$ cat src/rtl/pmc_pkg.sv
package pmc_pkg;
  localparam int IDL_BIT = 0;
  localparam int PD_BIT  = 1;

  typedef enum logic [1:0] {
    ST_RUN  = 2'd0,
    ST_IDLE = 2'd1,
    ST_PD   = 2'd2,
    ST_STAB = 2'd3
  } pmcState_e;

  typedef struct packed {
    logic setIdl;
    logic clrIdl;
    logic setPd;
    logic clrPd;
    logic cntInc;
    logic cntClr;
  } pmcStrobe_t;
endpackage

$ cat src/rtl/pmc_datapath.sv
module pmc_datapath
  import pmc_pkg::*;
#(
  parameter int HOLD_CYCLES = 1024
) (
  input  logic       clk,
  input  logic       rstN,
  input  pmcStrobe_t strb,
  output logic       idlBit,
  output logic       pdBit,
  output logic       cntDone
);
  localparam int CNT_W = $clog2(HOLD_CYCLES + 1);
  localparam logic [CNT_W-1:0] CNT_LIMIT = CNT_W'(HOLD_CYCLES);

  logic [CNT_W-1:0] holdCnt;

  assign cntDone = (holdCnt >= CNT_LIMIT);

  always_ff @(posedge clk or negedge rstN) begin
    if (!rstN) begin
      idlBit <= 1'b0;
      pdBit  <= 1'b0;
    end else begin
      if (strb.clrIdl)      idlBit <= 1'b0;
      else if (strb.setIdl) idlBit <= 1'b1;
      if (strb.clrPd)       pdBit  <= 1'b0;
      else if (strb.setPd)  pdBit  <= 1'b1;
    end
  end

  always_ff @(posedge clk or negedge rstN) begin
    if (!rstN) begin
      holdCnt <= '0;
    end else if (strb.cntClr) begin
      holdCnt <= '0;
    end else if (strb.cntInc && !cntDone) begin
      holdCnt <= holdCnt + 1'b1;
    end
  end

  AST_MODE_EXCLUSIVE: assert property (@(posedge clk) disable iff (!rstN)
    !(idlBit && pdBit));
  AST_CNT_BOUND: assert property (@(posedge clk) disable iff (!rstN)
    holdCnt <= CNT_LIMIT);
  AST_CNT_RESTART: assert property (@(posedge clk) disable iff (!rstN)
    strb.cntClr |=> (holdCnt == '0));
endmodule

$ cat src/rtl/pmc_ctrl.sv
module pmc_ctrl
  import pmc_pkg::*;
#(
  parameter int NUM_EXT = 2
) (
  input  logic               clk,
  input  logic               rstN,
  input  logic               regWrEn,
  input  logic [7:0]         regWrData,
  input  logic               irqPending,
  input  logic [NUM_EXT-1:0] extIntN,
  input  logic [NUM_EXT-1:0] extIntEn,
  input  logic [NUM_EXT-1:0] extLevelMode,
  input  logic               oscStable,
  input  logic               cntDone,
  output pmcStrobe_t         strb,
  output pmcState_e          state,
  output logic               cpuHalt,
  output logic               clkGateEn,
  output logic               oscEn,
  output logic               strobeForce,
  output logic               aleLevel,
  output logic               psenLevel
);
  pmcState_e nextState;
  logic      wakeLow;
  logic      wrIdl;
  logic      wrPd;

  assign wakeLow = |(~extIntN & extIntEn & extLevelMode);
  assign wrPd    = regWrEn && regWrData[PD_BIT];
  assign wrIdl   = regWrEn && regWrData[IDL_BIT] && !regWrData[PD_BIT];

  always_comb begin
    nextState = state;
    strb      = '0;
    unique case (state)
      ST_RUN: begin
        if (wrPd) begin
          nextState   = ST_PD;
          strb.setPd  = 1'b1;
          strb.cntClr = 1'b1;
        end else if (wrIdl) begin
          nextState   = ST_IDLE;
          strb.setIdl = 1'b1;
        end
      end
      ST_IDLE: begin
        if (irqPending) begin
          nextState   = ST_RUN;
          strb.clrIdl = 1'b1;
        end
      end
      ST_PD: begin
        if (wakeLow) begin
          strb.cntInc = 1'b1;
        end else if (cntDone) begin
          nextState   = ST_STAB;
          strb.cntClr = 1'b1;
        end else begin
          strb.cntClr = 1'b1;
        end
      end
      ST_STAB: begin
        if (oscStable) begin
          nextState  = ST_RUN;
          strb.clrPd = 1'b1;
        end
      end
      default: nextState = ST_RUN;
    endcase
  end

  always_ff @(posedge clk or negedge rstN) begin
    if (!rstN) state <= ST_RUN;
    else       state <= nextState;
  end

  always_comb begin
    cpuHalt     = (state != ST_RUN);
    clkGateEn   = (state == ST_RUN) || (state == ST_IDLE);
    oscEn       = (state != ST_PD) || wakeLow;
    strobeForce = (state != ST_RUN);
    aleLevel    = (state == ST_IDLE);
    psenLevel   = (state == ST_IDLE);
  end

  AST_PD_CLOCK_SHUT: assert property (@(posedge clk) disable iff (!rstN)
    (state == ST_PD) |-> (!clkGateEn && !aleLevel && !psenLevel));
  AST_EARLY_RELEASE_STAYS: assert property (@(posedge clk) disable iff (!rstN)
    (state == ST_PD && !wakeLow && !cntDone) |=> (state == ST_PD));
  AST_HALT_RELEASE_CAUSE: assert property (@(posedge clk) disable iff (!rstN)
    $fell(cpuHalt) |-> ($past(irqPending) || $past(oscStable)));
  AST_STAB_WAITS_OSC: assert property (@(posedge clk) disable iff (!rstN)
    (state == ST_STAB && !oscStable) |=> (cpuHalt && !clkGateEn));
  AST_RUN_OPEN: assert property (@(posedge clk) disable iff (!rstN)
    !cpuHalt |-> (clkGateEn && oscEn && !strobeForce));
endmodule

$ cat src/rtl/pmc_top.sv
module pmc_top
  import pmc_pkg::*;
#(
  parameter int NUM_EXT     = 2,
  parameter int HOLD_CYCLES = 1024
) (
  input  logic               clk,
  input  logic               rstN,
  input  logic               regWrEn,
  input  logic [7:0]         regWrData,
  input  logic               irqPending,
  input  logic [NUM_EXT-1:0] extIntN,
  input  logic [NUM_EXT-1:0] extIntEn,
  input  logic [NUM_EXT-1:0] extLevelMode,
  input  logic               oscStable,
  output logic               cpuHalt,
  output logic               clkGateEn,
  output logic               oscEn,
  output logic               strobeForce,
  output logic               aleLevel,
  output logic               psenLevel
);
  pmcStrobe_t strb;
  pmcState_e  state;
  logic       idlBit;
  logic       pdBit;
  logic       cntDone;

  pmc_ctrl #(.NUM_EXT(NUM_EXT)) u_ctrl (
    .clk(clk), .rstN(rstN), .regWrEn(regWrEn), .regWrData(regWrData),
    .irqPending(irqPending), .extIntN(extIntN), .extIntEn(extIntEn),
    .extLevelMode(extLevelMode), .oscStable(oscStable), .cntDone(cntDone),
    .strb(strb), .state(state), .cpuHalt(cpuHalt), .clkGateEn(clkGateEn),
    .oscEn(oscEn), .strobeForce(strobeForce), .aleLevel(aleLevel),
    .psenLevel(psenLevel)
  );

  pmc_datapath #(.HOLD_CYCLES(HOLD_CYCLES)) u_dp (
    .clk(clk), .rstN(rstN), .strb(strb),
    .idlBit(idlBit), .pdBit(pdBit), .cntDone(cntDone)
  );

  AST_IDLE_BIT_TRACKS: assert property (@(posedge clk) disable iff (!rstN)
    (state == ST_IDLE) == idlBit);
  AST_PD_BIT_TRACKS: assert property (@(posedge clk) disable iff (!rstN)
    ((state == ST_PD) || (state == ST_STAB)) == pdBit);
endmodule

$ cat config.mk
export PLATFORM = sky130hd
export DESIGN_NAME = pmc_top
export DESIGN_NICKNAME = d
export VERILOG_FILES = /design/src/rtl/pmc_pkg.sv /design/src/rtl/pmc_datapath.sv /design/src/rtl/pmc_ctrl.sv /design/src/rtl/pmc_top.sv
export SDC_FILE = /design/constraint.sdc
export NUM_CORES = 1
export LEC_CHECK = 0
export ABC_AREA = 1
export BUFFER_PORTS_ARGS = -buffer_cell sky130_fd_sc_hd__buf_2
export CAP_MARGIN = 5
export CORE_ASPECT_RATIO = 0.9
export CORE_MARGIN = 4
export CORE_UTILIZATION = 54
export CTS_CLUSTER_SIZE = 25
export DETAILED_ROUTE_END_ITERATION = 6
export GPL_TIMING_DRIVEN = 0
export PLACE_DENSITY = 0.82
export SYNTH_ARGS = -nofsm -noshare
export SYNTH_HDL_FRONTEND = slang
export SYNTH_SLANG_ARGS = --single-unit
$ cat constraint.sdc
create_clock -name clk -period 1.9 [get_ports clk]
set_input_delay 0.285 -clock clk [delete_from_list [all_inputs] [get_ports clk]]
set_output_delay 0.285 -clock clk [all_outputs]
set_load 0.005 [all_outputs]
==> results of run 1 <==
[sequential cells by signal, summed over array words and instances, names as in the netlist]
name / flops
u_dp.holdCnt: 11
u_ctrl.state: 2
[kinds of logic after synthesis]
group / Yosys count
fa+ha+maj: 1
xor+xnor: 2
simple gates: 75
buf+inv: 26
compound gates: 11
flops: 13
[layout make-up]
type	count	area [sq um]
repair buffers	19	100
multi-input cells	89	455
clock buffers	4	26.3
inverters	22	82.6
well taps	22	27.5
flip-flops and latches	13	325
fillers	132	458
plain buffers	4	37.5
[stage by stage]
| step | setup WS [ps] | hold WS, ps | cell area [sq um] |
|---|---|---|---|
| after CTS | 344 | 428 | 1050 |
| after global placement | 632 | 186 | 1020 |
| after global routing | 238 | 432 | 1050 |
| final | 349 | 421 | 1050 |
| after detailed placement | 592 | 188 | 1020 |
| after floorplan | 740 | -10.6 | 901 |
[routing by layer]
metal	GRT usage, %	up-vias	share of wire [%]
met2	30.1	21	48
li1	-	437	-
met4	1.61	0	0.40
met3	5.71	2	6.1
met5	0	-	0
met1	22.5	383	46
[worst max-delay path, cell delays in order (launching register included)]
cell	delay, ps
sky130_fd_sc_hd__dfrtp_1	370
sky130_fd_sc_hd__buf_6	130
sky130_fd_sc_hd__nor2_1	160
sky130_fd_sc_hd__inv_1	80
sky130_fd_sc_hd__buf_4	130
sky130_fd_sc_hd__buf_2	120
[worst paths after layout]
kind,depth (start not counted),slack [ps],end,startpoint
worst max-delay path,5,350,strobeForce,u_ctrl.state[1]$_DFFE_PN0P_
worst min-delay path,2,420,u_dp.holdCnt[9]$_DFFE_PN0P_,rstN
worst max register to register,6,570,u_dp.holdCnt[8]$_DFFE_PN0P_,u_dp.holdCnt[0]$_DFFE_PN0P_
worst min register to register,1,510,u_dp.holdCnt[0]$_DFFE_PN0P_,u_dp.holdCnt[0]$_DFFE_PN0P_
max in group asynchronous,2,1250,u_dp.holdCnt[7]$_DFFE_PN0P_,rstN
min in group clk,4,430,u_ctrl.state[0]$_DFFE_PN0P_,regWrData[1]
[cells in the final DEF (no fill, tap or decap), types with 2 or more instances in the layout]
cell type and instances:
sky130_fd_sc_hd__nand2_1 37, sky130_fd_sc_hd__inv_1 19, sky130_fd_sc_hd__buf_2 18, sky130_fd_sc_hd__nor2_1 15, sky130_fd_sc_hd__dfrtp_1 13, sky130_fd_sc_hd__nand3_1 9, sky130_fd_sc_hd__inv_2 3, sky130_fd_sc_hd__o21ai_0 3
sky130_fd_sc_hd__o21ai_2 3, sky130_fd_sc_hd__nor3_1 3, sky130_fd_sc_hd__clkbuf_4 3, sky130_fd_sc_hd__buf_6 2, sky130_fd_sc_hd__nand2_4 2, sky130_fd_sc_hd__nor2_4 2, sky130_fd_sc_hd__o21ai_1 2, sky130_fd_sc_hd__nand3b_1 2
sky130_fd_sc_hd__nand4_1 2, sky130_fd_sc_hd__xnor2_1 2, sky130_fd_sc_hd__buf_4 2
[power by group through the flow]
stage / logic (mW) / registers, mW / clock network (mW)
after floorplan: 0.289 / 0.338 / 0
after global placement: 0.398 / 0.342 / 0
after detailed placement: 0.412 / 0.344 / 0
after CTS: 0.416 / 0.338 / 0.171
after global routing: 0.471 / 0.344 / 0.182
final: 0.410 / 0.338 / 0.169
[what timing repair did]
action	CTS	global route
endpoints found under the hold margin	13	0
resized for setup	0	0
hold buffers	1	0
==> reports/qor.csv, run 1 <==
metric,value,unit
result_of_the_run,completed,
grt_start_max_net_pins,14,
timing.setup.tns,0,ps
route.vias.total,843,
clock_path_buffers,2,
wl_per_cell,10.2,microns
p_sw_share,38.2,%
firstDrtPassIters,4,
mappedNetlistArea,901,sq um
power.internal,567,uW
synth_fp_nets,148,
port-buffer-count,18,
power_frac_clock,18.4,%
via_per_inst,4.87,
htree_num_levels,1,
first_global_vias,750,
finalNetCount,172,
cts_inserted_buffers,3,
cts_tree,built,
drt_first_iter_violations,22,
ys_top_cells_by_count,"37 x sky130_fd_sc_hd__nand2_1, 19 x sky130_fd_sc_hd__inv_1, 15 x sky130_fd_sc_hd__nor2_1",
critPathRequiredTime,1620,ps
critical_path.endpoint_type,primary output,
clock_skew,3.21,ps
synth_fa_ha_area_share,1.39,%
initial_core_utilization,59.6,%
switching_power_summed_over_all_nets,350,uW
fin_util,69.7,%
post_synth_xor_area_fraction,1.94,%
cts_num_sinks,13,
gpl.final_weighted_congestion,0.891,
timing.final.hold_violations,0,
antennaDiodeCount,0,
arrival_time_reported_for_the_critical_path_endpoint,1270,ps
irDropWorstVdd,0.631,mV
main_combinational_cell_family_by_area_after_synthesis,simple AND/OR/NAND/NOR gates,
post_layout_nonfiller_instances,173,
maxSlewViolCount,0,
ant_nets,0,
yosys-mux-area-fraction,0,%
grt_antenna_before_repair,0,
synth_most_common_cell,sky130_fd_sc_hd__nand2_1,
synth_seq_cells,13,
die_h,46.8,microns
synth_area_leaders,"sky130_fd_sc_hd__dfrtp_1 36%, sky130_fd_sc_hd__nand2_1 15%, sky130_fd_sc_hd__inv_1 7.9%, sky130_fd_sc_hd__nor2_1 6.3%, sky130_fd_sc_hd__nand3_1 5.0%",
finalPower,917,uW
post_synth_and_or_nand_nor_area_fraction,38.9,%
synthArstFlopShare,100,%
grt.total_usage,17.5,%
postCtsSetupRepairBufs,0,
timing.critical_path.from_type,flop,
post-synth-top-area-fraction,36.1,%
ys.warnings.count,0,
fmax,645,MHz
hold_removal_path_class,in2async,
clockRootBuffer,sky130_fd_sc_hd__clkbuf_4,
fin_crit_sh,81.6,%
synth-seq-area-share,36.1,%
final_layout_size_suffix_gt1_share,25.8,%
synth_area_per_cell,7.04,sq um
clock_transition_at_the_registers_of_the_reported_paths,80,ps
worst-setup-path-type,reg2out,
share_comb_of_total_power,44.7,%
cp_max_fo,8,
wirelength,1770,microns
syn-instance-count,128,
post-place-cells,168,
die_width,51.1,microns
max_cap_viol_count,0,
placement_rows,13,
powerDensity,869,nW/um^2
rel_slew_slack,79.8,%
setup_repair_after_global_routing_missed_its_margin,no,
sequentialPowerShare,36.8,%
dpl.hpwl,1440,microns
area_of_the_die,2390,sq um
max_slew.worst_pin.slew,302,ps
timing.final.crit_period,1550,ps
detail_route.drc_violations,0,
clk_latency,270,ps
synth_top_cell_by_area,sky130_fd_sc_hd__dfrtp_1,
synth_compound_area_share,8.33,%
synth_cell_type_count,24,
setup_viol_count_final,0,
core-area,1510,sq um
power_leakage,0.564,nW
synth_ff_type,sky130_fd_sc_hd__dfrtp_1,
grt_pass1_wl,3070,microns
relative_area_change_from_synthesis_to_final_layout,17.1,%
grt-ovfl-total,0,
synth-edff-count,0,
num_io_pins,25,
Note: power is estimated with default switching activity, not from simulation.
==> run 2: changes to the inputs <==
Settings changed: CORE_UTILIZATION 54 to 45, PLACE_DENSITY 0.82 to 0.73.
Clock period 1.9 ns to 1.26 ns, I/O delays scaled along.
==> run 2 against run 1 <==
  * The flow now finishes with violations (setup timing)
  * Final cell count rose by 6.4%
  * First-iteration DRC count fell by 23%
  * Critical path type unchanged
  * Combinational power increased by 110%
  * Core utilization shrank 7.0 points
==> reports/qor.csv, run 2 (synthesis results as in run 1) <==
metric,value,unit
final_common_cell,sky130_fd_sc_hd__nand2_1,
ant_nets,0,
timing.critical_path.from_type,flop,
clock_path_buffers,2,
die_h,50.4,microns
worstRegToRegCells,7,
clock_transition_at_the_registers_of_the_reported_paths,70,ps
powerDensity,1340,nW/um^2
grt_antenna_before_repair,0,
sequentialPowerShare,32.4,%
p_sw_share,37.5,%
max_slew.worst_pin.slew,277,ps
irDropWorstVdd,0.719,mV
power_leakage,0.616,nW
finalNetCount,180,
core-area,1910,sq um
grt.total_usage,15.5,%
first_global_vias,730,
cp_max_fo,6,
grt-ovfl-total,0,
die_width,55.2,microns
maxSlewViolCount,0,
final_layout_size_suffix_gt1_share,38.4,%
grt_pass1_wl,3060,microns
largest_reg_flops,11,
share_comb_of_total_power,52.3,%
wl_per_cell,10.3,microns
clock_skew,2.95,ps
layout_common_cells,"34 x sky130_fd_sc_hd__nand2_1, 17 x sky130_fd_sc_hd__buf_2, 16 x sky130_fd_sc_hd__inv_1, 11 x sky130_fd_sc_hd__nor2_1, 11 x sky130_fd_sc_hd__dfrtp_1",
result_of_the_run,"finished, violations left",
arrival_time_reported_for_the_critical_path_endpoint,1130,ps
registers_with_the_most_flip_flops,"u_dp.holdCnt x11, u_ctrl.state x2",
clockRootBuffer,sky130_fd_sc_hd__clkbuf_4,
initial_core_utilization,47.1,%
firstDrtPassIters,5,
setup_viol_count_final,3,
fin_crit_sh,105,%
wirelength,1900,microns
fmax,756,MHz
grt_start_max_net_pins,14,
relative_area_change_from_synthesis_to_final_layout,33.3,%
timing.final.hold_violations,0,
power_frac_clock,15.3,%
gpl.final_weighted_congestion,0.789,
rel_slew_slack,81.6,%
drt_first_iter_violations,17,
detail_route.drc_violations,0,
cts_num_sinks,13,
fin_ws,-63.4,ps
switching_power_summed_over_all_nets,606,uW
timing.final.crit_period,1320,ps
port-buffer-count,18,
setup_repair_after_global_routing_missed_its_margin,yes,
via_per_inst,4.53,
critical_path.endpoint_type,primary output,
clk_latency,270,ps
hold_removal_path_class,in2async,
max_cap_viol_count,0,
registers.top_by_ff_count,u_dp.holdCnt,
cts_tree,built,
antennaDiodeCount,0,
placement_rows,15,
area_of_the_die,2780,sq um
power.internal,1.01,mW
critPathRequiredTime,1070,ps
cts_inserted_buffers,3,
htree_num_levels,1,
failed_checks,setup timing,
route.vias.total,834,
fin_util,62.7,%
worst-setup-path-type,reg2out,
num_io_pins,25,
fin_hold_ws,318,ps
dpl.hpwl,1400,microns
run 2: routing by layer:
metal	track usage [%]	part of all wire, %
met5	0	0
met4	3.64	0.79
met3	5.34	2.5
met2	24.0	50
met1	20.4	46
run 2: path summary, 6_finish.rpt:
| check | start | to | slack (ps) |
|---|---|---|---|
| max in group asynchronous | rstN | u_ctrl.state[0]$_DFFE_PN0P_ | 710 |
| worst min-delay path | rstN | u_dp.holdCnt[4]$_DFFE_PN0P_ | 320 |
| worst max-delay path | u_ctrl.state[1]$_DFFE_PN0P_ | strobeForce | -60 |
| worst min register to register | u_dp.holdCnt[1]$_DFFE_PN0P_ | u_dp.holdCnt[1]$_DFFE_PN0P_ | 510 |
| worst max register to register | u_ctrl.state[0]$_DFFE_PN0P_ | u_dp.holdCnt[8]$_DFFE_PN0P_ | 30 |
| min in group clk | regWrData[1] | u_ctrl.state[0]$_DFFE_PN0P_ | 320 |
run 2: cell type report:
| type | instances | area [sq um] |
|---|---|---|
| repair buffers | 27 | 170 |
| flip-flops and latches | 13 | 328 |
| multi-input cells | 89 | 512 |
| inverters | 22 | 92.6 |
| well taps | 25 | 31.3 |
| fillers | 166 | 713 |
| clock buffers | 4 | 26.3 |
| plain buffers | 4 | 41.3 |
run 2: power by group through the flow:
stage               clock (mW)  sequential (mW)  combinational [mW]
floorplan                    0            0.510               0.436
global placement             0            0.516               0.605
detailed placement           0            0.519               0.619
CTS                      0.259            0.518               0.754
finish                   0.248            0.523               0.845
global route             0.280            0.530               0.925
run 2: per-stage QoR:
| step | cell area [sq um] | instances | TNS (ps) | power [mW] | setup slack, ps |
|---|---|---|---|---|---|
| finish | 1200 | 184 | -140 | 1.62 | -63.4 |
| global route | 1200 | 184 | -687 | 1.73 | -119 |
| CTS | 1120 | 181 | -216 | 1.53 | -99.6 |
| detailed placement | 1020 | 171 | -17.8 | 1.14 | -12.6 |
| global placement | 1020 | 171 | -11.5 | 1.12 | -11.5 |
| floorplan | 901 | 128 | 0 | 0.946 | 100 |
run 2: timing repair:
action | CTS | global route
pin swaps | 4 | 3
setup buffers | 4 | 3
resized for setup | 12 | 15
hold buffers | 1 | 0
gates cloned | 1 | 0
hold endpoints to repair | 13 | 0
endpoints found under the setup margin | 8 | 16
run 2: critical path, stage by stage (launching register included):
cell and delay (ps):
sky130_fd_sc_hd__dfrtp_1 370, sky130_fd_sc_hd__buf_6 140, sky130_fd_sc_hd__nor2_4 100, sky130_fd_sc_hd__inv_2 50
sky130_fd_sc_hd__buf_6 110, sky130_fd_sc_hd__buf_6 100
==> run 3: changes to the inputs <==
Settings changed: BUFFER_PORTS_ARGS -buffer_cell sky130_fd_sc_hd__buf_2 to -buffer_cell sky130_fd_sc_hd__buf_4.
==> run 3 against run 2 <==
  * The flow still finishes with violations (setup timing)
  * Power is 7.8% higher
  * Largest cell class unchanged
  * Count of clock-buffer cells in the layout stayed put
  * Worst hold slack worse by 28 ps
  * Critical path depth is 1 lower
  * Non-clock buffer count is 1 lower
  * Die area stayed put
  * Sequential cell count stayed put
  * Setup slack worse by 13 ps
  * Sequential power is 1% higher
  * Global-route usage is 1.7 points higher
==> reports/qor.csv, run 3 (synthesis results as in run 1) <==
metric,value,unit
timing.final.hold_violations,0,
timing.final.crit_period,1340,ps
critical_path.endpoint_type,primary output,
top_routing_layer_used,met4,
area_of_the_die,2780,sq um
grt-ovfl-total,0,
clock_path_buffers,2,
registers_with_the_most_flip_flops,"u_dp.holdCnt x11, u_ctrl.state x2",
via_per_inst,4.89,
final_common_cell,sky130_fd_sc_hd__nand2_1,
setup_repair_after_global_routing_missed_its_margin,yes,
result_of_the_run,"finished, violations left",
fmax,748,MHz
relative_area_change_from_synthesis_to_final_layout,41.7,%
irDropWorstVdd,0.842,mV
fin_crit_sh,106,%
wl_per_cell,12.3,microns
initial_core_utilization,47.1,%
clock_transition_at_the_registers_of_the_reported_paths,70,ps
route.vias.total,895,
detailroute.wirelength.met2,1160,microns
clk_latency,280,ps
worst-setup-path-type,reg2out,
grt_antenna_before_repair,0,
timing.critical_path.from_type,flop,
largest_reg_flops,11,
port-buffer-count,18,
max_slew.worst_pin.slew,203,ps
cts_num_sinks,13,
gpl.final_weighted_congestion,0.792,
finalNetCount,179,
setup_viol_count_final,11,
arrival_time_reported_for_the_critical_path_endpoint,1150,ps
place_worst_setup_slack,-25.8,ps
power_leakage,0.647,nW
routed-wl-met3,101,microns
failed_checks,setup timing,
grt_pass1_wl,3440,microns
met1Wirelength,920,microns
die_width,55.2,microns
maxSlewViolCount,0,
fin_ws,-76.2,ps
grt.total_usage,17.2,%
ant_nets,0,
max_cap_viol_count,0,
dpl.hpwl,1450,microns
post-place-cells,171,
clockRootBuffer,sky130_fd_sc_hd__clkbuf_4,
clock_skew,1.31,ps
htree_num_levels,1,
die_h,50.4,microns
critPathRequiredTime,1070,ps
n_fill_cell,162,
layout_common_cells,"34 x sky130_fd_sc_hd__nand2_1, 23 x sky130_fd_sc_hd__buf_4, 15 x sky130_fd_sc_hd__inv_1, 12 x sky130_fd_sc_hd__dfrtp_1, 10 x sky130_fd_sc_hd__nor2_1",
num_io_pins,25,
cts_inserted_buffers,3,
firstDrtPassIters,4,
post_layout_nonfiller_instances,183,
antennaDiodeCount,0,
dpl-instance-area,1070,sq um
final_cell_area,1280,sq um
placement_rows,15,
powerDensity,1360,nW/um^2
wirelength,2240,microns
first_global_vias,830,
core-area,1910,sq um
hold_removal_path_class,in2async,
detail_route.drc_violations,0,
drt_first_iter_violations,31,
cts_tree,built,
rel_slew_slack,86.4,%
fin_util,66.7,%
final_layout_size_suffix_gt1_share,41.1,%
registers.top_by_ff_count,u_dp.holdCnt,
grt_start_max_net_pins,14,
cp_max_fo,7,
==> run 3: layer usage <==
layer  GRT usage (%)  up-vias
li1                -      454
met1            22.2      412
met2            25.8       21
met3            5.93        8
met4            6.88        0
met5               0        -
==> run 3: stage by stage <==
step	hold slack [ps]	TNS (ps)	power [mW]
floorplan	-107	0	0.946
detailed placement	44.7	-44.6	1.20
global placement	40.4	-10.2	1.19
finish	290	-374	1.74
CTS	278	-269	1.65
global route	302	-1290	1.85
==> run 3: worst paths after layout <==
path,start,endpoint,slack (ps),cells past startpoint
max,u_ctrl.state[1]$_DFFE_PN0P_,psenLevel,-80,4
min,rstN,u_dp.holdCnt[3]$_DFFE_PN0P_,290,2
max reg2reg,u_ctrl.state[0]$_DFFE_PN0P_,u_dp.holdCnt[2]$_DFFE_PN0P_,-40,7
min reg2reg,u_dp.holdCnt[0]$_DFFE_PN0P_,u_dp.holdCnt[0]$_DFFE_PN0P_,530,1
max in group asynchronous,rstN,u_ctrl.state[0]$_DFFE_PN0P_,790,2
min in group clk,oscStable,u_ctrl.state[0]$_DFFE_PN0P_,320,5
==> run 3: cell type report <==
class	count	area (sq um)	area share, %
multi-input combinational	89	534	41.9
sequential	13	327	25.6
timing repair buffer	26	223	17.5
inverter	22	90.1	7.06
buffer	4	45.0	3.53
tap	25	31.3	2.45
clock buffer	4	26.3	2.06
==> run 3: power by group <==
group | switching, mW | internal (mW)
combinational | 0.467 | 0.489
clock | 0.133 | 0.123
sequential | 0.0594 | 0.469
total | 0.660 | 1.08
==> run 3: worst max-delay path, cell delays in order, from the launching register on <==
cell and delay [ps]:
sky130_fd_sc_hd__dfrtp_1 380, sky130_fd_sc_hd__buf_6 140, sky130_fd_sc_hd__nor2_2 140, sky130_fd_sc_hd__buf_4 120, sky130_fd_sc_hd__buf_4 90
==> run 3: timing repair <==
action,4_1_cts,5_1_grt
pin swaps,3,4
endpoints found under the hold margin,13,0
gates resized for setup,13,18
hold buffers,1,0
setup endpoints to repair,8,19
gates cloned,0,1
setup buffers,5,1
